## src/rtl/cop_xfer_pkg.sv

```systemverilog
package cop_xfer_pkg;

  typedef enum logic [1:0] {
    ST_IDLE = 2'd0,
    ST_STAT = 2'd1,
    ST_CMD  = 2'd2
  } seq_state_e;

  localparam logic [1:0] STAT_RD   = 2'b01;
  localparam logic [1:0] STAT_WR   = 2'b10;
  localparam logic [1:0] STAT_NONE = 2'b11;

  typedef struct packed {
    logic is_mem;
    logic is_write;
    logic is_byte;
    logic hi_part;
  } bus_op_t;

  // Number of bus operations in one sequence.
  function automatic logic [1:0] ops_in_seq(input logic odd);
    return odd ? 2'd3 : 2'd2;
  endfunction

  // Kind of operation at position idx of a sequence.
  function automatic bus_op_t plan_op(input logic to_mem, input logic odd,
                                      input logic [1:0] idx);
    bus_op_t    o;
    logic [1:0] last;
    last = ops_in_seq(odd) - 2'd1;
    if (to_mem) begin
      o.is_mem   = (idx != 2'd0);
      o.is_write = (idx != 2'd0);
    end else begin
      o.is_mem   = (idx != last);
      o.is_write = (idx == last);
    end
    o.is_byte = odd & o.is_mem;
    o.hi_part = o.is_byte & (to_mem ? (idx == 2'd2) : (idx == 2'd1));
    return o;
  endfunction

endpackage

```

## src/rtl/cop_xfer_fsm.sv

```systemverilog
module cop_xfer_fsm
  import cop_xfer_pkg::*;
(
  input  logic       clk,
  input  logic       rst,
  input  logic       req,
  input  logic       ready,
  input  logic [1:0] n_ops,
  output seq_state_e state,
  output logic [1:0] op_idx,
  output logic       seq_start,
  output logic       op_done,
  output logic       seq_done
);

  assign seq_start = (state == ST_IDLE) && req;
  assign op_done   = (state == ST_CMD) && ready;
  assign seq_done  = op_done && (op_idx == n_ops - 2'd1);

  always_ff @(posedge clk) begin
    if (rst) begin
      state  <= ST_IDLE;
      op_idx <= 2'd0;
    end else begin
      case (state)
        ST_IDLE: begin
          op_idx <= 2'd0;
          if (req) state <= ST_STAT;
        end
        ST_STAT: state <= ST_CMD;
        ST_CMD: begin
          if (ready) begin
            if (seq_done) begin
              state  <= ST_IDLE;
              op_idx <= 2'd0;
            end else begin
              state  <= ST_STAT;
              op_idx <= op_idx + 2'd1;
            end
          end
        end
        default: state <= ST_IDLE;
      endcase
    end
  end

endmodule

```

## src/rtl/cop_xfer_plan.sv

```systemverilog
module cop_xfer_plan
  import cop_xfer_pkg::*;
#(
  parameter int unsigned        ADDR_W    = 24,
  parameter logic [ADDR_W-1:0]  PORT_ADDR = 'hFA
) (
  input  logic              to_mem,
  input  logic              odd,
  input  logic [1:0]        idx,
  input  logic [ADDR_W-1:0] base_addr,
  output bus_op_t           op,
  output logic [ADDR_W-1:0] op_addr
);

  always_comb begin
    op = plan_op(to_mem, odd, idx);
    if (op.is_mem) op_addr = base_addr + ADDR_W'(op.hi_part);
    else           op_addr = PORT_ADDR;
  end

endmodule

```

## src/rtl/cop_xfer_dbuf.sv

```systemverilog
module cop_xfer_dbuf #(
  parameter int unsigned DATA_W = 16
) (
  input  logic              clk,
  input  logic              rst,
  input  logic              cap_en,
  input  logic              drive_en,
  input  logic              is_byte,
  input  logic              hi_part,
  input  logic [DATA_W-1:0] rd_data,
  output logic [DATA_W-1:0] wr_data
);

  localparam int unsigned HALF = DATA_W / 2;

  logic [DATA_W-1:0] hold_q;

  always_ff @(posedge clk) begin
    if (rst) begin
      hold_q <= '0;
    end else if (cap_en) begin
      if (!is_byte)    hold_q                   <= rd_data;
      else if (hi_part) hold_q[DATA_W-1:HALF]   <= rd_data[HALF-1:0];
      else              hold_q[HALF-1:0]        <= rd_data[HALF-1:0];
    end
  end

  always_comb begin
    if (!drive_en)    wr_data = '0;
    else if (!is_byte) wr_data = hold_q;
    else if (hi_part)  wr_data = {{(DATA_W-HALF){1'b0}}, hold_q[DATA_W-1:HALF]};
    else               wr_data = {{(DATA_W-HALF){1'b0}}, hold_q[HALF-1:0]};
  end

endmodule

```

## src/rtl/cop_xfer_seq.sv

```systemverilog
module cop_xfer_seq
  import cop_xfer_pkg::*;
#(
  parameter int unsigned       ADDR_W    = 24,
  parameter int unsigned       DATA_W    = 16,
  parameter logic [ADDR_W-1:0] PORT_ADDR = 'hFA
) (
  input  logic              clk,
  input  logic              rst,
  input  logic              xfer_req,
  input  logic              to_mem,
  input  logic [ADDR_W-1:0] oper_addr,
  input  logic              bus_ready,
  input  logic [DATA_W-1:0] rd_data,
  output logic [ADDR_W-1:0] bus_addr,
  output logic              bus_mem,
  output logic [1:0]        bus_stat,
  output logic              bus_byte,
  output logic [DATA_W-1:0] wr_data,
  output logic              xfer_ack
);

  seq_state_e        state;
  logic [1:0]        op_idx;
  logic              seq_start, op_done, seq_done;
  logic              in_stat, in_cmd, active;
  logic              to_mem_q;
  logic [ADDR_W-1:0] addr_q;
  logic [1:0]        n_ops;
  bus_op_t           op;
  logic [ADDR_W-1:0] op_addr;
  logic              cap_en, drive_en;

  // Latch the sequence context at start.
  always_ff @(posedge clk) begin
    if (rst) begin
      to_mem_q <= 1'b0;
      addr_q   <= '0;
    end else if (seq_start) begin
      to_mem_q <= to_mem;
      addr_q   <= oper_addr;
    end
  end

  assign n_ops = ops_in_seq(addr_q[0]);

  cop_xfer_fsm u_fsm (
    .clk       (clk),
    .rst       (rst),
    .req       (xfer_req),
    .ready     (bus_ready),
    .n_ops     (n_ops),
    .state     (state),
    .op_idx    (op_idx),
    .seq_start (seq_start),
    .op_done   (op_done),
    .seq_done  (seq_done)
  );

  cop_xfer_plan #(.ADDR_W(ADDR_W), .PORT_ADDR(PORT_ADDR)) u_plan (
    .to_mem    (to_mem_q),
    .odd       (addr_q[0]),
    .idx       (op_idx),
    .base_addr (addr_q),
    .op        (op),
    .op_addr   (op_addr)
  );

  assign in_stat  = (state == ST_STAT);
  assign in_cmd   = (state == ST_CMD);
  assign active   = in_stat | in_cmd;
  assign cap_en   = op_done & ~op.is_write;
  assign drive_en = active & op.is_write;

  cop_xfer_dbuf #(.DATA_W(DATA_W)) u_dbuf (
    .clk      (clk),
    .rst      (rst),
    .cap_en   (cap_en),
    .drive_en (drive_en),
    .is_byte  (op.is_byte),
    .hi_part  (op.hi_part),
    .rd_data  (rd_data),
    .wr_data  (wr_data)
  );

  assign bus_addr = active ? op_addr : '0;
  assign bus_mem  = active & op.is_mem;
  assign bus_byte = active & op.is_byte;
  assign bus_stat = in_stat ? (op.is_write ? STAT_WR : STAT_RD) : STAT_NONE;
  assign xfer_ack = active & (op_idx == 2'd0);

endmodule

```

## config.mk

```make
export PLATFORM = sky130hd
export DESIGN_NAME = cop_xfer_seq
export DESIGN_NICKNAME = d
export VERILOG_FILES = /design/src/rtl/cop_xfer_pkg.sv /design/src/rtl/cop_xfer_fsm.sv /design/src/rtl/cop_xfer_plan.sv /design/src/rtl/cop_xfer_dbuf.sv /design/src/rtl/cop_xfer_seq.sv
export SDC_FILE = /design/constraint.sdc
export NUM_CORES = 1
export LEC_CHECK = 0
export CAP_MARGIN = 20
export CORE_MARGIN = 2
export CORE_UTILIZATION = 40
export CTS_CLUSTER_SIZE = 28
export DETAILED_ROUTE_END_ITERATION = 12
export DONT_BUFFER_PORTS = 1
export PLACE_DENSITY = 0.65
export SLEW_MARGIN = 40
export SYNTH_ARGS = -nofsm -noshare
export SYNTH_HDL_FRONTEND = slang
export SYNTH_SLANG_ARGS = --single-unit
```

## constraint.sdc

```tcl
create_clock -name clk -period 10.3 [get_ports clk]
set_input_delay 1.545 -clock clk [delete_from_list [all_inputs] [get_ports clk]]
set_output_delay 1.545 -clock clk [all_outputs]
set_load 0.01 [all_outputs]
```

Yosys cells after proc, flatten, opt, wreduce, memory -nomap -nowiden
Cells that the tools add are included.

Register bits after elaboration: 45. Bits in latches: 0. RAM bits: 0. Bits in read-only memories: 0. Logic and storage cells: 59. Memories kept: 0.

Add/subtract/negate cells: 3. Multiply operators: 0. Divide/modulo/power cells: 0. Magnitude comparators: 0. Equality and inequality tests: 10. Shift-type cells: 0. Mux-type cells: 20. Bitwise gates (word level): 9. Reduce and logical (&&, ||, !) cells: 11.

Operator list (count): $mux 16 (3); $mux 24 (2); $add 24x1->24 (1); $mux 8 (3); $mux 2 (7); $ne 2x2->1 const B (4); $reduce_and 2->1 (4); $and 1x1->1 (7); $pmux 2 s3 (1); $eq 2x1->1 const B (2); $eq 2x2->1 const B (2); $logic_not 2->1 (2); $pmux 2 s2 (1); $reduce_bool 2->1 (2); $logic_and 1x1->1 (3); $mux 1 (3); $add 2x1->2 const B (1); $eq 2x2->1 (1); $ne 2x2->1 (1); $sub 2x1->2 const B (1); $not 1->1 (1); $or 1x1->1 (1).

Logic depth before layout (Yosys ltp)
Gate-level depths: netlist (run 1).

Depth after elaboration: 9. Gate-level depth with buffers: 12. Gate-level depth less buffers: 11.

Modules after synthesis
A second synthesis (run 1) with hierarchy kept.

Cells, all modules: 368. Area total of the unflattened synthesis: 2986.6 sq um.

By module, submodules not included: cop_xfer_seq (instances 1, cells an instance 117, area each 1129.8 sq um, sequential area each 500.5 sq um); cop_xfer_dbuf (instances 1, cells an instance 111, area each 937.1 sq um, sequential area each 320.3 sq um); cop_xfer_plan (instances 1, cells an instance 111, area each 659.4 sq um, sequential area each 0.0 sq um); cop_xfer_fsm (instances 1, cells an instance 29, area each 260.2 sq um, sequential area each 80.1 sq um).

Worst setup path after synthesis (run 1)
No wires, ideal clock.

Kind: flip-flop to output port. Start: register to_mem_q. End: output port bus_addr[18]. Arrival: 3.016 ns. Data required time: 8.755 ns. Path slack: 5.739 ns. Stages on the path, launching flop included: 12. Path buffers: 2. Cells stage by stage: dfxtp_1 > clkbuf_1 > nor4bb_1 > o21ai_0 > buf_2 > inv_1 > ha_1 > ha_1 > nand3_1 > or4_4 > or3_1 > a21oi_1.

Longest elaborated chain between the ends: 6.

RTL lines: start, declared (line cop_xfer_seq.sv:27) `logic to_mem_q;`; start signal, assigned (line cop_xfer_seq.sv:40) `to_mem_q <= to_mem;`; $mux 2 (line cop_xfer_pkg.sv:31) `if (to_mem) begin`; $and 1x1->1 (line cop_xfer_pkg.sv:38) `o.is_byte = odd & o.is_mem;`; $and 1x1->1 (line cop_xfer_pkg.sv:39) `o.hi_part = o.is_byte & (to_mem ? (idx == 2'd2) : (idx == 2'd1));`; $add 24x1->24 (line cop_xfer_plan.sv:17) `if (op.is_mem) op_addr = base_addr + ADDR_W'(op.hi_part);`; $mux 24 * (line cop_xfer_plan.sv:17); $mux 24 * (line cop_xfer_seq.sv:86) `assign bus_addr = active ? op_addr : '0;`; end, declared (line cop_xfer_seq.sv:15) `output logic [ADDR_W-1:0] bus_addr,`.

Mark *: on every way between the ends. The rest lies on a longest branch, timed or not.

Worst setup path in the final report (run 1)
Start: register u_fsm.op_idx[1]. End: output port bus_addr[18].

Longest elaborated chain between the ends: 7.

RTL lines: start, declared (line cop_xfer_fsm.sv:10) `output logic [1:0] op_idx,`; start signal, assigned (line cop_xfer_fsm.sv:38) `op_idx <= op_idx + 2'd1;`; $ne 2x2->1 / $reduce_bool 2->1 (equally long branches) (line cop_xfer_pkg.sv:35, cop_xfer_pkg.sv:32); $mux 2 (line cop_xfer_pkg.sv:31); $and 1x1->1 (line cop_xfer_pkg.sv:38); $and 1x1->1 (line cop_xfer_pkg.sv:39); $add 24x1->24 (line cop_xfer_plan.sv:17); $mux 24 * (line cop_xfer_plan.sv:17); $mux 24 * (line cop_xfer_seq.sv:86).

Marked as above.

==> flow_summary.yaml, run 1 <==
setup_path:
  path_class: "flip-flop to output pin"
  cp.arrival_ns: 3.74
  r2r_setup_slack_ns: 8.08
  crit_required_ns: 8.76
  crit_top_cell: "ha_1"
  critPathMaxStageDelay_ns: 0.59
  cp-start-kind: "flip-flop"
  timing.rr.start: "u_fsm.state[0]"
  startpoint: "u_fsm.op_idx[1]"
  reg2regPathDepth: 6
  path_cells: "inv_1, ha_1, nor4bb_1, o21ai_2, inv_1, ha_1, ha_1, nand3_1, or4_4, or3_1, a21oi_1"
  slowest_stage: "or4_4"
  crit_path_end_kind: "output pin"
  cp_max_fo: 9
timing:
  fmax_mhz: 189
  rsz0062_at_grt: "false"
  min_period_ns: 5.28
  fin_crit_sh: 0.513
  setup_viol: 0
  worst_slack_ns: 5.02
  slew_viol_final: 0
  setup_tns_ns: 0
  worst_pin_slew_ns: 0.715
  relSlewSlack: 0.523
  skew_ns: 0.00531
  finalHoldViolations: 0
clock_tree:
  root_buffer: "clkbuf_8"
  cts_hold_buf: 0
  postCtsSetupBuffers: 0
  cts.sinks: 45
  path_clk_slew_ns: 0.08
  cts_resized: 0
  cts_tree: "done"
  clkLatencyLatePin_ns: 0.29
  clock_path_buffers: 2
  cts_max_level: 2
  cts-buffers-inserted: 5
synth:
  ys_types: 44
  syn_area_per_cell_um2: 7.81
  ys.warnings.count: 0
  ys_top_cells_by_count: "nand2_1, dfxtp_1, a21oi_1, nand2b_1, mux2i_1"
  syn_inst: 368
  synth_area_leaders: "dfxtp_1, mux2i_1, nand2_1, a21oi_1, nand2b_1"
  synth_edf_count: 0
  synth.most_common_cell: "nand2_1"
  async_reset_ff_frac: 0
  ys_ff_latch: 45
  synth_top_cell_area_share: 0.314
  netlist_area_um2: 2870
  synth_ff_type: "dfxtp_1"
  ys_seq_area_frac: 0.314
  syn_nets: 421
  synth_top_cell_by_area: "dfxtp_1"
min_path:
  worstHoldPathType: "flip-flop to flip-flop"
  hp-start: "addr_q[23]"
  min_path_cells: 2
floorplanning:
  fp.dieH_um: 88.7
  io_pins: 90
  core-area_um2: 6870
  start_util: 0.418
  num_rows: 30
  design.die.area_um2: 7880
  die_w_um: 88.7
finish:
  drive_above_1_share: 0.0562
  area_growth_pct: 5.31
  fillers: 713
  regArea_um2: 901
  multiInputGateArea_um2: 1880
  nNetsFinal: 410
  num_antenna_cells: 0
detailed_routing:
  dr.pass1.iters: 5
  antenna_left: 0
  viasPerCell: 5.42
  num_vias: 2452
  wl_met3_um: 569
  m1WireLength_mm: 3.09
  highest_layer: "met4"
  drc: 0
  wl_mm: 7.19
  drt_iter0_markers: 81
  dr_wl_met2_mm: 3.46
  wl_per_cell_um: 15.9
placement:
  hpwl_mm: 5.18
  port_buffers: 0
  gp_congestion: 0.850
  post-place-ws_ns: 5.34
power:
  pwr_density_cell_nw_per_um2: 154
  worst_ir_drop_vdd_mv: 0.0535
  p_leak_nw: 1.09
global_route:
  antenna_found_initial: 0
  first_global_vias: 2363
  grt_pass1_wl_mm: 11.3
  grt_max_degree: 54
  overflow: 0
  track_usage: 0.183
run:
  maxCapViolations: 0
outcome:
  status: "finished, final reports clean"
cell type report:
class / count / share of cell area
Multi-Input combinational cell: 292 / 0.622
Tap cell: 96 / 0.0397
Clock buffer: 5 / 0.0227
Clock inverter: 1 / 0.00165
Inverter: 13 / 0.0161
Sequential cell: 45 / 0.298
state kept, by name, summed over array words and instances, names as in the netlist:
name	count
u_fsm.op_idx	2
addr_q	24
to_mem_q	1
u_fsm.state	2
u_dbuf.hold_q	16
metrics by stage:
step	utilization	total power (W)	area, um2	hold slack, ns	instances
global placement	0.426	0.000365	2930	0.453	446
detailed placement	0.428	0.000369	2940	0.462	446
floorplan	-	0.000338	2870	0.445	368
global route	0.440	0.000498	3030	0.491	452
finish	0.440	0.000467	3030	0.473	452
CTS	0.439	0.000471	3020	0.475	452
critical path, delay by kind of cell, from the launching register on:
kind / cells / cell delay [ns]
adder cells (fa/ha/maj): 3 / 0.69
AND/OR/NAND/NOR: 4 / 1.48
buffers and inverters: 2 / 0.26
flip-flops: 1 / 0.47
AO/OA/AOI/OAI: 2 / 0.54
cells in the final DEF, fill, tap and decap left out, types with 7 or more instances in the layout:
cell type,netlist,layout
ha_1,8,8
nor2_1,24,24
a21oi_1,44,44
xnor2_1,12,11
dfxtp_1,45,45
nand2_1,61,60
nand2b_1,26,26
inv_1,13,13
mux2i_1,25,25
and2_1,10,9
o21ai_0,8,7
a211oi_1,8,8
power by group:
group | internal (W) | total [W] | switching, W
sequential | 0.000194 | 0.000219 | 0.0000255
combinational | 0.0000503 | 0.000146 | 0.0000955
clock | 0.0000447 | 0.000102 | 0.0000573
worst paths after layout:
kind                             to
setup / recovery       bus_addr[18]
hold / removal           addr_q[23]
setup reg to reg  u_dbuf.hold_q[12]
hold reg to reg          addr_q[23]
cell families after synthesis:
family | after synthesis | synth area share
XOR/XNOR | 16 | 0.0488
flip-flops | 45 | 0.314
multiplexers | 25 | 0.0871
AND/OR/NAND/NOR | 166 | 0.301
adder cells (fa/ha/maj) | 8 | 0.0348
AO/OA/AOI/OAI | 77 | 0.172
buffers and inverters | 31 | 0.0427
routing by layer:
layer	vias to the layer above	global-route usage
met4	0	0.0413
met3	5	0.0476
met5	-	0
met1	1118	0.223
met2	82	0.322
li1	1247	-
Power figures use the tool's default switching activity.
==> run 2: changes to the inputs <==
==> constraint.sdc (replaced) <==
create_clock -name clk -period 5.4 [get_ports clk]
set_input_delay 0.81 -clock clk [delete_from_list [all_inputs] [get_ports clk]]
set_output_delay 0.81 -clock clk [all_outputs]
set_load 0.01 [all_outputs]
==> flow_summary.yaml, run 2 (same netlist as run 1, synthesis figures left out) <==
outcome:
  status: "finished, final reports clean"
floorplanning:
  num_rows: 30
  design.die.area_um2: 7880
  die_w_um: 88.7
  fp.dieH_um: 88.7
  start_util: 0.418
  core-area_um2: 6870
  io_pins: 90
clock_tree:
  cts_hold_buf: 0
  clock_path_buffers: 2
  path_clk_slew_ns: 0.08
  cts_max_level: 2
  cts-buffers-inserted: 5
  clkLatencyLatePin_ns: 0.31
  cts_tree: "done"
  postCtsSetupBuffers: 0
  cts.sinks: 45
  cts_resized: 0
  root_buffer: "clkbuf_8"
timing:
  fin_crit_sh: 0.844
  rsz0062_at_grt: "false"
  setup_tns_ns: 0
  skew_ns: 0.00332
  worst_pin_slew_ns: 0.839
  worst_slack_ns: 0.840
  slew_viol_final: 0
  relSlewSlack: 0.437
  min_period_ns: 4.56
  finalHoldViolations: 0
  whs_ns: 0.471
  fmax_mhz: 219
  setup_viol: 0
setup_path:
  path_class: "flip-flop to output pin"
  reg2regPathDepth: 6
  cp_max_fo: 9
  r2r_setup_slack_ns: 3.19
  crit_required_ns: 4.59
  cp-start-kind: "flip-flop"
  timing.rr.start: "u_fsm.state[0]"
  cp.arrival_ns: 3.75
  crit_path_end_kind: "output pin"
  r2r_end: "u_dbuf.hold_q[12]"
placement:
  hpwl_mm: 5.18
  post-place-ws_ns: 1.18
  gp_congestion: 0.851
  dp_cells: 446
  port_buffers: 0
global_route:
  grt_pass1_wl_mm: 11.4
  first_global_vias: 2339
  overflow: 0
  antenna_found_initial: 0
  track_usage: 0.184
  grt_max_degree: 54
finish:
  area_growth_pct: 6.53
  layout_commonest_cell: "nand2_1"
  largest_reg_flops: 24
  num_antenna_cells: 0
  drive_above_1_share: 0.0559
  fillers: 709
  finalNonFillerCells: 454
  final_cell_mix: "nand2_1, dfxtp_1, a21oi_1, nand2b_1, mux2i_1"
  regMostFlops: "addr_q"
  nNetsFinal: 410
  largestRegisters: "addr_q: 24 flops, u_dbuf.hold_q: 16 flops"
power:
  p_leak_nw: 1.11
  worst_ir_drop_vdd_mv: 0.138
  pwr_density_cell_nw_per_um2: 316
detailed_routing:
  wl_mm: 7.15
  antenna_left: 0
  dr.pass1.iters: 4
  num_vias: 2472
  drt_iter0_markers: 95
  viasPerCell: 5.44
  drc: 0
  wl_per_cell_um: 15.7
min_path:
  holdPathEnd: "addr_q[22]"
  worstHoldPathType: "flip-flop to flip-flop"
  min_path_cells: 2
  hp-start: "addr_q[22]"
run:
  maxCapViolations: 0
==> run 2: cell types whose count changed in the layout (fill, tap and decap cells not counted) <==
cell | previous run | this run
clkbuf_1 | 0 | 1
xnor2_1 | 11 | 12
clkinv_2 | 1 | 0
clkbuf_8 | 5 | 6
bufinv_16 | 0 | 1
xnor2_2 | 1 | 0
==> run 2: area by class of cell <==
| cell class | count | area, um2 | area share |
|---|---|---|---|
| Multi-Input combinational cell | 292 | 1870 | 0.612 |
| Sequential cell | 45 | 901 | 0.294 |
| Tap cell | 96 | 120 | 0.0392 |
| Clock buffer | 7 | 86.3 | 0.0282 |
| Inverter | 13 | 48.8 | 0.0159 |
| Clock inverter | 1 | 30.0 | 0.00981 |
==> run 2: worst max-delay path: stages (launching register included) <==
cell      delay [ns]
dfxtp_1         0.47
inv_1           0.13
ha_1            0.24
nor4bb_1        0.35
o21ai_2         0.27
inv_1           0.12
ha_1            0.21
ha_1            0.24
nand3_1         0.22
or4_4           0.60
or3_1           0.33
a21oi_1         0.27
==> run 2: power breakdown <==
group	internal [W]	switching (W)	total [W]
registers	0.000370	0.0000488	0.000419
clock network	0.000151	0.000118	0.000269
logic	0.0000952	0.000183	0.000278
==> run 2: through the flow <==
stage,util,total power (W),area (um2)
2_1_floorplan,-,0.000645,2870
3_3_place_gp,0.426,0.000697,2930
3_5_place_dp,0.428,0.000705,2940
4_1_cts,0.445,0.000974,3060
5_1_grt,0.446,0.00103,3060
6_report,0.446,0.000966,3060
==> run 2: routing by layer <==
| layer | global-route usage | part of all wire |
|---|---|---|
| met5 | 0 | 0 |
| met4 | 0.0372 | 0.0087 |
| met3 | 0.0569 | 0.083 |
| met2 | 0.316 | 0.47 |
| met1 | 0.229 | 0.44 |
==> run 2: worst max path at each step <==
stage,endpoint,from,depth (start not counted),slack (ns)
after detailed placement,bus_addr[18],u_fsm.op_idx[1],11,1.18
after global placement,bus_addr[20],u_fsm.op_idx[1],11,1.22
final,bus_addr[18],u_fsm.op_idx[1],11,0.84
after floorplan,bus_addr[18],to_mem_q,11,1.57
after global routing,bus_addr[18],u_fsm.op_idx[0],11,0.58
after CTS,bus_addr[18],u_fsm.op_idx[1],11,0.83
